==> src/rtl/pmt_pkg.sv <==
package pmt_pkg;
  localparam int OFF_W  = 9;
  localparam int VPN_W  = 7;
  localparam int PPN_W  = 9;
  localparam int VA_W   = VPN_W + OFF_W;
  localparam int PA_W   = PPN_W + OFF_W;
  localparam int WORD_W = 16;

  typedef enum logic [1:0] {
    SEL_EXEC_BASE = 2'd0,
    SEL_USER_BASE = 2'd1,
    SEL_MODE      = 2'd2,
    SEL_EPP       = 2'd3
  } reg_sel_e;

  typedef enum logic [1:0] {
    ST_IDLE = 2'd0,
    ST_READ = 2'd1
  } walk_state_e;

  // Join a page number and a byte offset into a physical byte address.
  function automatic logic [PA_W-1:0] compose_pa(input logic [PPN_W-1:0] ppn,
                                                 input logic [OFF_W-1:0] off);
    return {ppn, off};
  endfunction

  // Byte offset of a one-word entry inside a map page; upper picks the high half.
  function automatic logic [OFF_W-1:0] entry_offset(input logic upper,
                                                    input logic [VPN_W-1:0] vpn);
    return {upper, vpn, 1'b0};
  endfunction

  // True when a page number lies inside installed memory.
  function automatic logic ppn_ok(input logic [PPN_W-1:0] ppn, input int unsigned limit);
    return 32'(ppn) < limit;
  endfunction
endpackage

==> src/rtl/pmt_ctl_regs.sv <==
module pmt_ctl_regs
  import pmt_pkg::*;
(
  input  logic             clk,
  input  logic             rst_n,
  input  logic             we,
  input  logic [1:0]       sel,
  input  logic [PPN_W-1:0] wdata,
  output logic [PPN_W-1:0] exec_base,
  output logic [PPN_W-1:0] user_base,
  output logic             mode_exec,
  output logic             epp_en
);
  reg_sel_e sel_e;
  assign sel_e = reg_sel_e'(sel);

  always_ff @(posedge clk) begin
    if (!rst_n) begin
      exec_base <= '0;
      user_base <= '0;
      mode_exec <= 1'b1;
      epp_en    <= 1'b0;
    end else if (we) begin
      case (sel_e)
        SEL_EXEC_BASE: exec_base <= wdata;
        SEL_USER_BASE: user_base <= wdata;
        SEL_MODE:      mode_exec <= wdata[0];
        SEL_EPP:       epp_en    <= wdata[0];
        default: ;
      endcase
    end
  end

  // a mode write is visible on the next cycle
  p_mode_write_r9: assert property (@(posedge clk) disable iff (!rst_n)
    (we && sel == 2'd2) |=> (mode_exec == $past(wdata[0])));
  // a register that is not written keeps its value
  p_base_hold_r9: assert property (@(posedge clk) disable iff (!rst_n)
    (!we) |=> $stable(exec_base) && $stable(user_base));
endmodule

==> src/rtl/pmt_route.sv <==
module pmt_route
  import pmt_pkg::*;
#(
  parameter int unsigned PHYS_PAGES = 496,
  parameter int unsigned EPP_FIRST  = 64
) (
  input  logic             mode_exec,
  input  logic             epp_en,
  input  logic [PPN_W-1:0] exec_base,
  input  logic [PPN_W-1:0] user_base,
  input  logic [VPN_W-1:0] vpn,
  output logic             is_direct,
  output logic             epp_hit,
  output logic [PPN_W-1:0] map_page,
  output logic [OFF_W-1:0] ent_off,
  output logic             base_bad
);
  localparam int unsigned VPAGES = 2 ** VPN_W;

  generate
    if (EPP_FIRST < VPAGES) begin : g_epp
      localparam logic [VPN_W-1:0] EPP_LO = EPP_FIRST[VPN_W-1:0];
      assign epp_hit = mode_exec && epp_en && (vpn >= EPP_LO);
    end else begin : g_no_epp
      assign epp_hit = 1'b0;
    end
  endgenerate

  always_comb begin
    is_direct = mode_exec && (vpn == '0);
    if (!mode_exec || epp_hit) map_page = user_base;
    else                       map_page = exec_base;
    ent_off  = entry_offset(mode_exec, vpn);
    base_bad = !ppn_ok(map_page, PHYS_PAGES);
  end
endmodule

==> src/rtl/pmt_walk.sv <==
module pmt_walk
  import pmt_pkg::*;
#(
  parameter int unsigned PHYS_PAGES = 496
) (
  input  logic              clk,
  input  logic              rst_n,
  input  logic              req_valid,
  input  logic [OFF_W-1:0]  req_off,
  input  logic              is_direct,
  input  logic [PPN_W-1:0]  direct_ppn,
  input  logic [PPN_W-1:0]  map_page,
  input  logic [OFF_W-1:0]  ent_off,
  input  logic              base_bad,
  output logic              req_ready,
  output logic              mem_rd,
  output logic [PA_W-1:0]   mem_addr,
  input  logic              mem_rvalid,
  input  logic [WORD_W-1:0] mem_rdata,
  output logic              rsp_valid,
  output logic [PA_W-1:0]   rsp_paddr,
  output logic [WORD_W-1:0] rsp_entry,
  output logic              rsp_direct,
  output logic              rsp_buserr
);
  walk_state_e      state;
  logic [OFF_W-1:0] off_q;
  logic [PA_W-1:0]  addr_q;

  // Named events for the checks below.
  logic accept, accept_direct, accept_bad, accept_read, finish;
  logic [PPN_W-1:0] fetched_ppn;

  assign req_ready     = (state == ST_IDLE);
  assign accept        = req_ready && req_valid;
  assign accept_direct = accept && is_direct;
  assign accept_bad    = accept && !is_direct && base_bad;
  assign accept_read   = accept && !is_direct && !base_bad;
  assign finish        = (state == ST_READ) && mem_rvalid;
  assign fetched_ppn   = mem_rdata[PPN_W-1:0];
  assign mem_rd        = (state == ST_READ);
  assign mem_addr      = addr_q;

  always_ff @(posedge clk) begin
    if (!rst_n) begin
      state      <= ST_IDLE;
      off_q      <= '0;
      addr_q     <= '0;
      rsp_valid  <= 1'b0;
      rsp_paddr  <= '0;
      rsp_entry  <= '0;
      rsp_direct <= 1'b0;
      rsp_buserr <= 1'b0;
    end else begin
      rsp_valid <= 1'b0;
      if (accept_direct) begin
        rsp_valid  <= 1'b1;
        rsp_paddr  <= compose_pa(direct_ppn, req_off);
        rsp_entry  <= '0;
        rsp_direct <= 1'b1;
        rsp_buserr <= !ppn_ok(direct_ppn, PHYS_PAGES);
      end else if (accept_bad) begin
        rsp_valid  <= 1'b1;
        rsp_paddr  <= '0;
        rsp_entry  <= '0;
        rsp_direct <= 1'b0;
        rsp_buserr <= 1'b1;
      end else if (accept_read) begin
        state  <= ST_READ;
        off_q  <= req_off;
        addr_q <= compose_pa(map_page, ent_off);
      end else if (finish) begin
        state      <= ST_IDLE;
        rsp_valid  <= 1'b1;
        rsp_paddr  <= compose_pa(fetched_ppn, off_q);
        rsp_entry  <= mem_rdata;
        rsp_direct <= 1'b0;
        rsp_buserr <= !ppn_ok(fetched_ppn, PHYS_PAGES);
      end
    end
  end

  // an outstanding read holds its request and address until data returns
  p_rd_hold_r8: assert property (@(posedge clk) disable iff (!rst_n)
    (mem_rd && !mem_rvalid) |=> (mem_rd && $stable(mem_addr)));
  // the response follows the data beat by one cycle
  p_rsp_after_data_r8: assert property (@(posedge clk) disable iff (!rst_n)
    (mem_rd && mem_rvalid) |=> (rsp_valid && !mem_rd && !rsp_direct));
  // the page 0 shortcut never touches memory
  p_direct_no_read_r4: assert property (@(posedge clk) disable iff (!rst_n)
    accept_direct |=> (!mem_rd && rsp_valid && rsp_direct));
  // a bad map base gives an immediate bus error without a read
  p_bad_base_r6: assert property (@(posedge clk) disable iff (!rst_n)
    accept_bad |=> (!mem_rd && rsp_valid && rsp_buserr));
  // a clean looked-up result always points inside installed memory
  p_result_range_r7: assert property (@(posedge clk) disable iff (!rst_n)
    (rsp_valid && !rsp_buserr && !rsp_direct) |->
      (32'(rsp_paddr[PA_W-1:OFF_W]) < PHYS_PAGES));
  // while a read is outstanding nothing new is taken
  p_busy_ignores_r10: assert property (@(posedge clk) disable iff (!rst_n)
    (mem_rd && !mem_rvalid && req_valid) |=> (mem_rd && !rsp_valid));
endmodule

==> src/rtl/pmt_top.sv <==
module pmt_top
  import pmt_pkg::*;
#(
  parameter int unsigned PHYS_PAGES = 496,
  parameter int unsigned EPP_FIRST  = 64
) (
  input  logic              clk,
  input  logic              rst_n,
  input  logic              reg_we,
  input  logic [1:0]        reg_sel,
  input  logic [PPN_W-1:0]  reg_wdata,
  input  logic              req_valid,
  input  logic [VA_W-1:0]   req_vaddr,
  output logic              req_ready,
  output logic              mem_rd,
  output logic [PA_W-1:0]   mem_addr,
  input  logic              mem_rvalid,
  input  logic [WORD_W-1:0] mem_rdata,
  output logic              rsp_valid,
  output logic [PA_W-1:0]   rsp_paddr,
  output logic [WORD_W-1:0] rsp_entry,
  output logic              rsp_direct,
  output logic              rsp_buserr
);
  logic [PPN_W-1:0] exec_base, user_base, map_page;
  logic             mode_exec, epp_en, is_direct, epp_hit, base_bad;
  logic [OFF_W-1:0] ent_off;
  logic [VPN_W-1:0] vpn;
  logic [OFF_W-1:0] off;

  assign vpn = req_vaddr[VA_W-1:OFF_W];
  assign off = req_vaddr[OFF_W-1:0];

  pmt_ctl_regs u_regs (
    .clk       (clk),
    .rst_n     (rst_n),
    .we        (reg_we),
    .sel       (reg_sel),
    .wdata     (reg_wdata),
    .exec_base (exec_base),
    .user_base (user_base),
    .mode_exec (mode_exec),
    .epp_en    (epp_en)
  );

  pmt_route #(.PHYS_PAGES(PHYS_PAGES), .EPP_FIRST(EPP_FIRST)) u_route (
    .mode_exec (mode_exec),
    .epp_en    (epp_en),
    .exec_base (exec_base),
    .user_base (user_base),
    .vpn       (vpn),
    .is_direct (is_direct),
    .epp_hit   (epp_hit),
    .map_page  (map_page),
    .ent_off   (ent_off),
    .base_bad  (base_bad)
  );

  pmt_walk #(.PHYS_PAGES(PHYS_PAGES)) u_walk (
    .clk        (clk),
    .rst_n      (rst_n),
    .req_valid  (req_valid),
    .req_off    (off),
    .is_direct  (is_direct),
    .direct_ppn (exec_base),
    .map_page   (map_page),
    .ent_off    (ent_off),
    .base_bad   (base_bad),
    .req_ready  (req_ready),
    .mem_rd     (mem_rd),
    .mem_addr   (mem_addr),
    .mem_rvalid (mem_rvalid),
    .mem_rdata  (mem_rdata),
    .rsp_valid  (rsp_valid),
    .rsp_paddr  (rsp_paddr),
    .rsp_entry  (rsp_entry),
    .rsp_direct (rsp_direct),
    .rsp_buserr (rsp_buserr)
  );

  // a per-process hit always reads from the User map page, upper half
  p_epp_source_r5: assert property (@(posedge clk) disable iff (!rst_n)
    (req_valid && req_ready && epp_hit && !base_bad) |=>
      (mem_rd && mem_addr == {$past(user_base), 1'b1, $past(vpn), 1'b0}));
  // a User mode lookup reads the lower half of the User map page
  p_user_source_r2: assert property (@(posedge clk) disable iff (!rst_n)
    (req_valid && req_ready && !mode_exec && !base_bad) |=>
      (mem_rd && mem_addr[OFF_W-1] == 1'b0));
endmodule

==> config.mk <==
export PLATFORM = sky130hd
export DESIGN_NAME = pmt_top
export DESIGN_NICKNAME = d
export VERILOG_FILES = /design/src/rtl/pmt_pkg.sv /design/src/rtl/pmt_ctl_regs.sv /design/src/rtl/pmt_route.sv /design/src/rtl/pmt_walk.sv /design/src/rtl/pmt_top.sv
export SDC_FILE = /design/constraint.sdc
export NUM_CORES = 1
export LEC_CHECK = 0
export BUFFER_PORTS_ARGS = -buffer_cell sky130_fd_sc_hd__buf_4
export CAP_MARGIN = 40
export CORE_MARGIN = 2
export CORE_UTILIZATION = 45
export CTS_CLUSTER_SIZE = 24
export DETAILED_ROUTE_END_ITERATION = 12
export PLACE_DENSITY = 0.75
export SYNTH_ARGS = -nofsm -noshare
export SYNTH_HDL_FRONTEND = slang
export SYNTH_SLANG_ARGS = --single-unit
export TNS_END_PERCENT = 50
==> constraint.sdc <==
create_clock -name clk -period 2 [get_ports clk]
set_input_delay 0.3 -clock clk [delete_from_list [all_inputs] [get_ports clk]]
set_output_delay 0.3 -clock clk [all_outputs]
set_load 0.1 [all_outputs]
==> impl_metrics.env <==
export IMPL_outcome="finished, final reports clean"
export IMPL_grt_pass1_wl_mm=14.0
export IMPL_ant_nets=0
export IMPL_cts_resized=0
export IMPL_post_cts_buffers=0
export IMPL_crit_path_max_fanout=29
export IMPL_p_seq_share_pct=45.2
export IMPL_finalHoldViolCount=0
export IMPL_first_global_vias=2914
export IMPL_p_per_area_nw_per_um2=810
export IMPL_power_w=0.00400
export IMPL_sw_frac_of_total_pct=31.9
export IMPL_cp_end_kind="register"
export IMPL_diodes=0
export IMPL_drive_above_1_share_pct=38.0
export IMPL_rr_worst_depth=5
export IMPL_cts_tree="yes"
export IMPL_routed_wl_mm=8.65
export IMPL_fin_crit_sh_pct=94.0
export IMPL_h_tree_depth=3
export IMPL_tightestPinTransition_ns=0.621
export IMPL_finalCriticalPeriod_ns=1.88
export IMPL_syn_inst=358
export IMPL_final_common_cell="buf_4"
export IMPL_final_cell_mix="116 x buf_4, 83 x dfxtp_1, 61 x mux2i_1"
export IMPL_min_from="req_vaddr[8]"
export IMPL_core_um2=8180
export IMPL_drtIter0Drc=111
export IMPL_synth_seq_cells=84
export IMPL_nets=507
export IMPL_cts_sinks=84
export IMPL_vdd_drop_max_uv=424
export IMPL_dp_hpwl_mm=6.33
export IMPL_layout_setup_ws_ns=0.119
export IMPL_fillCellCount=716
export IMPL_clockBufferDepth=2
export IMPL_grt_setup_unrepaired="no"
export IMPL_rows=33
export IMPL_io_buffers=103
export IMPL_min_to="u_walk.off_q[8]$_SDFFE_PN0P_"
export IMPL_leakage_nw=2.25
export IMPL_netlist_area_um2=3770
export IMPL_grt_overflow_total=0
export IMPL_ioPinCount=105
export IMPL_synth_cell_types=38
export IMPL_die_x_um=95.5
export IMPL_worst_clock_skew_ns=0.00621
export IMPL_slew_viol_final=0
export IMPL_fmax_mhz=532
export IMPL_worstPathArrival_ns=2.11
export IMPL_drcViolationCount=0
export IMPL_hold_class="in -> reg"
export IMPL_dieArea_um2=9130
export IMPL_hold_buffers=0
export IMPL_insertion_delay_ns=0.34
export IMPL_switchingPower_w=0.00128
export IMPL_area_growth_pct=30.9
export IMPL_via_per_inst=5.25
export IMPL_initial_core_util_pct=46.1
export IMPL_criticalPathCategory="reg -> reg"
export IMPL_reg2reg_slack_ns=0.12
export IMPL_clkPwrFrac_pct=31.2
export IMPL_synth_avg_cell_area_um2=10.5
export IMPL_yosysSeqAreaShare_pct=44.6
export IMPL_cp_start_kind="register"
export IMPL_p_int_w=0.00272
export IMPL_drt_pass1_iter_count=4
export IMPL_die_h_um=95.5
export IMPL_yosys_most_used_dff="dfxtp_1"
export IMPL_synthArstFlopShare_pct=0
export IMPL_seq_area_um2=1680
export IMPL_wl_per_cell_um=15.2
export IMPL_clk_transition_reported_paths_ns=0.08
export IMPL_antenna_found_initial=0
export IMPL_setup_viol=0
export IMPL_dpl_worst_slack_ns=-0.0138
export IMPL_slew_headroom_pct=58.5
export IMPL_p_comb_share_pct=23.6
export IMPL_multiInputGateArea_um2=1930
export IMPL_gp_congestion=0.754
export IMPL_grt_usage_pct=19.5
export IMPL_r2r_start="u_regs.mode_exec$_SDFFE_PN1P_"
export IMPL_cap_viol_max_count=0
export IMPL_vias=2981
export IMPL_root_buffer="clkbuf_8"
export IMPL_cp_required_ns=2.23
export IMPL_yosys_warnings=0
export IMPL_cts_buffers=9
export IMPL_synth_edf_count=0
export IMPL_r2r_end="u_walk.rsp_entry[4]$_SDFFE_PP0P_"
export IMPL_hold_ws_ns=0.213
export IMPL_min_delay_path_depth=3
export IMPL_grt_start_max_net_pins=61
export IMPL_syn_num_nets=406
-- cell type report --
class / instances / share of cell area, %
Tap cell: 105 / 2.66
Timing Repair Buffer: 121 / 19.7
Sequential cell: 84 / 34.1
Multi-Input combinational cell: 241 / 39.2
Inverter: 2 / 0.152
Clock buffer: 12 / 3.35
Clock inverter: 3 / 0.913
-- critical path, stage by stage (launching register included) --
cell and delay, ns:
dfxtp_1 0.37, or4b_4 0.49, o21ba_1 0.23, a21boi_4 0.16, buf_12 0.19, nor4b_1 0.33
-- metrics by stage --
stage | setup TNS, ns | util, % | instance area (µm²) | instances
floorplan | 0 | - | 3770 | 358
global placement | 0 | 57.8 | 4730 | 553
detailed placement | -0.0138 | 57.8 | 4730 | 553
CTS | 0 | 60.4 | 4940 | 568
global route | 0 | 60.4 | 4940 | 568
finish | 0 | 60.4 | 4940 | 568
-- sequential cells by signal (all words and copies together), names as in the netlist --
name               cells
u_walk.state           1
u_regs.user_base       9
u_walk.rsp_entry      16
u_walk.off_q           9
u_walk.rsp_paddr      18
u_regs.epp_en          1
u_walk.mem_addr       17
u_regs.exec_base       9
u_walk.rsp_buserr      1
u_regs.mode_exec       1
u_walk.rsp_valid       1
u_walk.rsp_direct      1
-- cell families after synthesis --
kind of cell	after synthesis	synth area share [%]
simple gates	140	26.1
other cells	1	0.0995
compound gates	35	6.94
flops	84	44.6
mux	65	17.4
buf+inv	33	4.85
-- worst max-delay path by stage --
| stage | end | startpoint | slack, ns | depth (start not counted) |
|---|---|---|---|---|
| finish | u_walk.rsp_entry[4]$_SDFFE_PP0P_ | u_regs.mode_exec$_SDFFE_PN1P_ | 0.12 | 5 |
| global route | u_walk.rsp_paddr[16]$_SDFFE_PN0P_ | u_regs.mode_exec$_SDFFE_PN1P_ | 0.002 | 6 |
| CTS | u_walk.rsp_entry[4]$_SDFFE_PP0P_ | u_regs.mode_exec$_SDFFE_PN1P_ | 0.11 | 5 |
| detailed placement | u_walk.rsp_entry[1]$_SDFFE_PP0P_ | req_vaddr[13] | -0.01 | 6 |
| floorplan | u_walk.rsp_entry[10]$_SDFFE_PP0P_ | u_walk.state[0]$_SDFFE_PN0P_ | 0.11 | 4 |
| global placement | u_walk.off_q[0]$_SDFFE_PN0P_ | req_vaddr[13] | 0.08 | 6 |
-- Yosys cell counts, types with 2 or more instances --
cell,instances,area [µm²]
nand3_1,5,25.0
buf_6,6,67.6
o22ai_1,18,113
o211a_1,5,50.1
buf_4,2,15.0
o21ai_0,2,10.0
nand2b_1,2,12.5
nor2b_1,19,119
buf_2,5,25.0
or3_1,2,12.5
dfxtp_1,84,1680
and3_1,3,18.8
a21boi_0,2,15.0
nor2_1,18,67.6
nand2_1,51,191
clkbuf_1,17,63.8
inv_1,2,7.51
mux2i_1,61,611
mux2_2,4,45.0
nor4b_2,27,405
nor4b_1,6,52.6
-- power groups by stage --
stage	logic, W	clock network [W]	registers (W)
3_3_place_gp	0.000934	0	0.00184
6_report	0.000942	0.00125	0.00181
2_1_floorplan	0.000290	0	0.00225
4_1_cts	0.000948	0.00129	0.00181
3_5_place_dp	0.000946	0	0.00185
5_1_grt	0.000991	0.00134	0.00182
-- routing by layer --
| metal | vias up | track usage [%] | routed length, µm |
|---|---|---|---|
| met5 | - | 0 | 0 |
| met4 | 0 | 6.19 | 125 |
| met3 | 14 | 4.27 | 447 |
| met2 | 82 | 32.8 | 4310 |
| met1 | 1412 | 24.8 | 3760 |
| li1 | 1473 | - | - |
No activity file was read; power rests on OpenSTA's default activity.
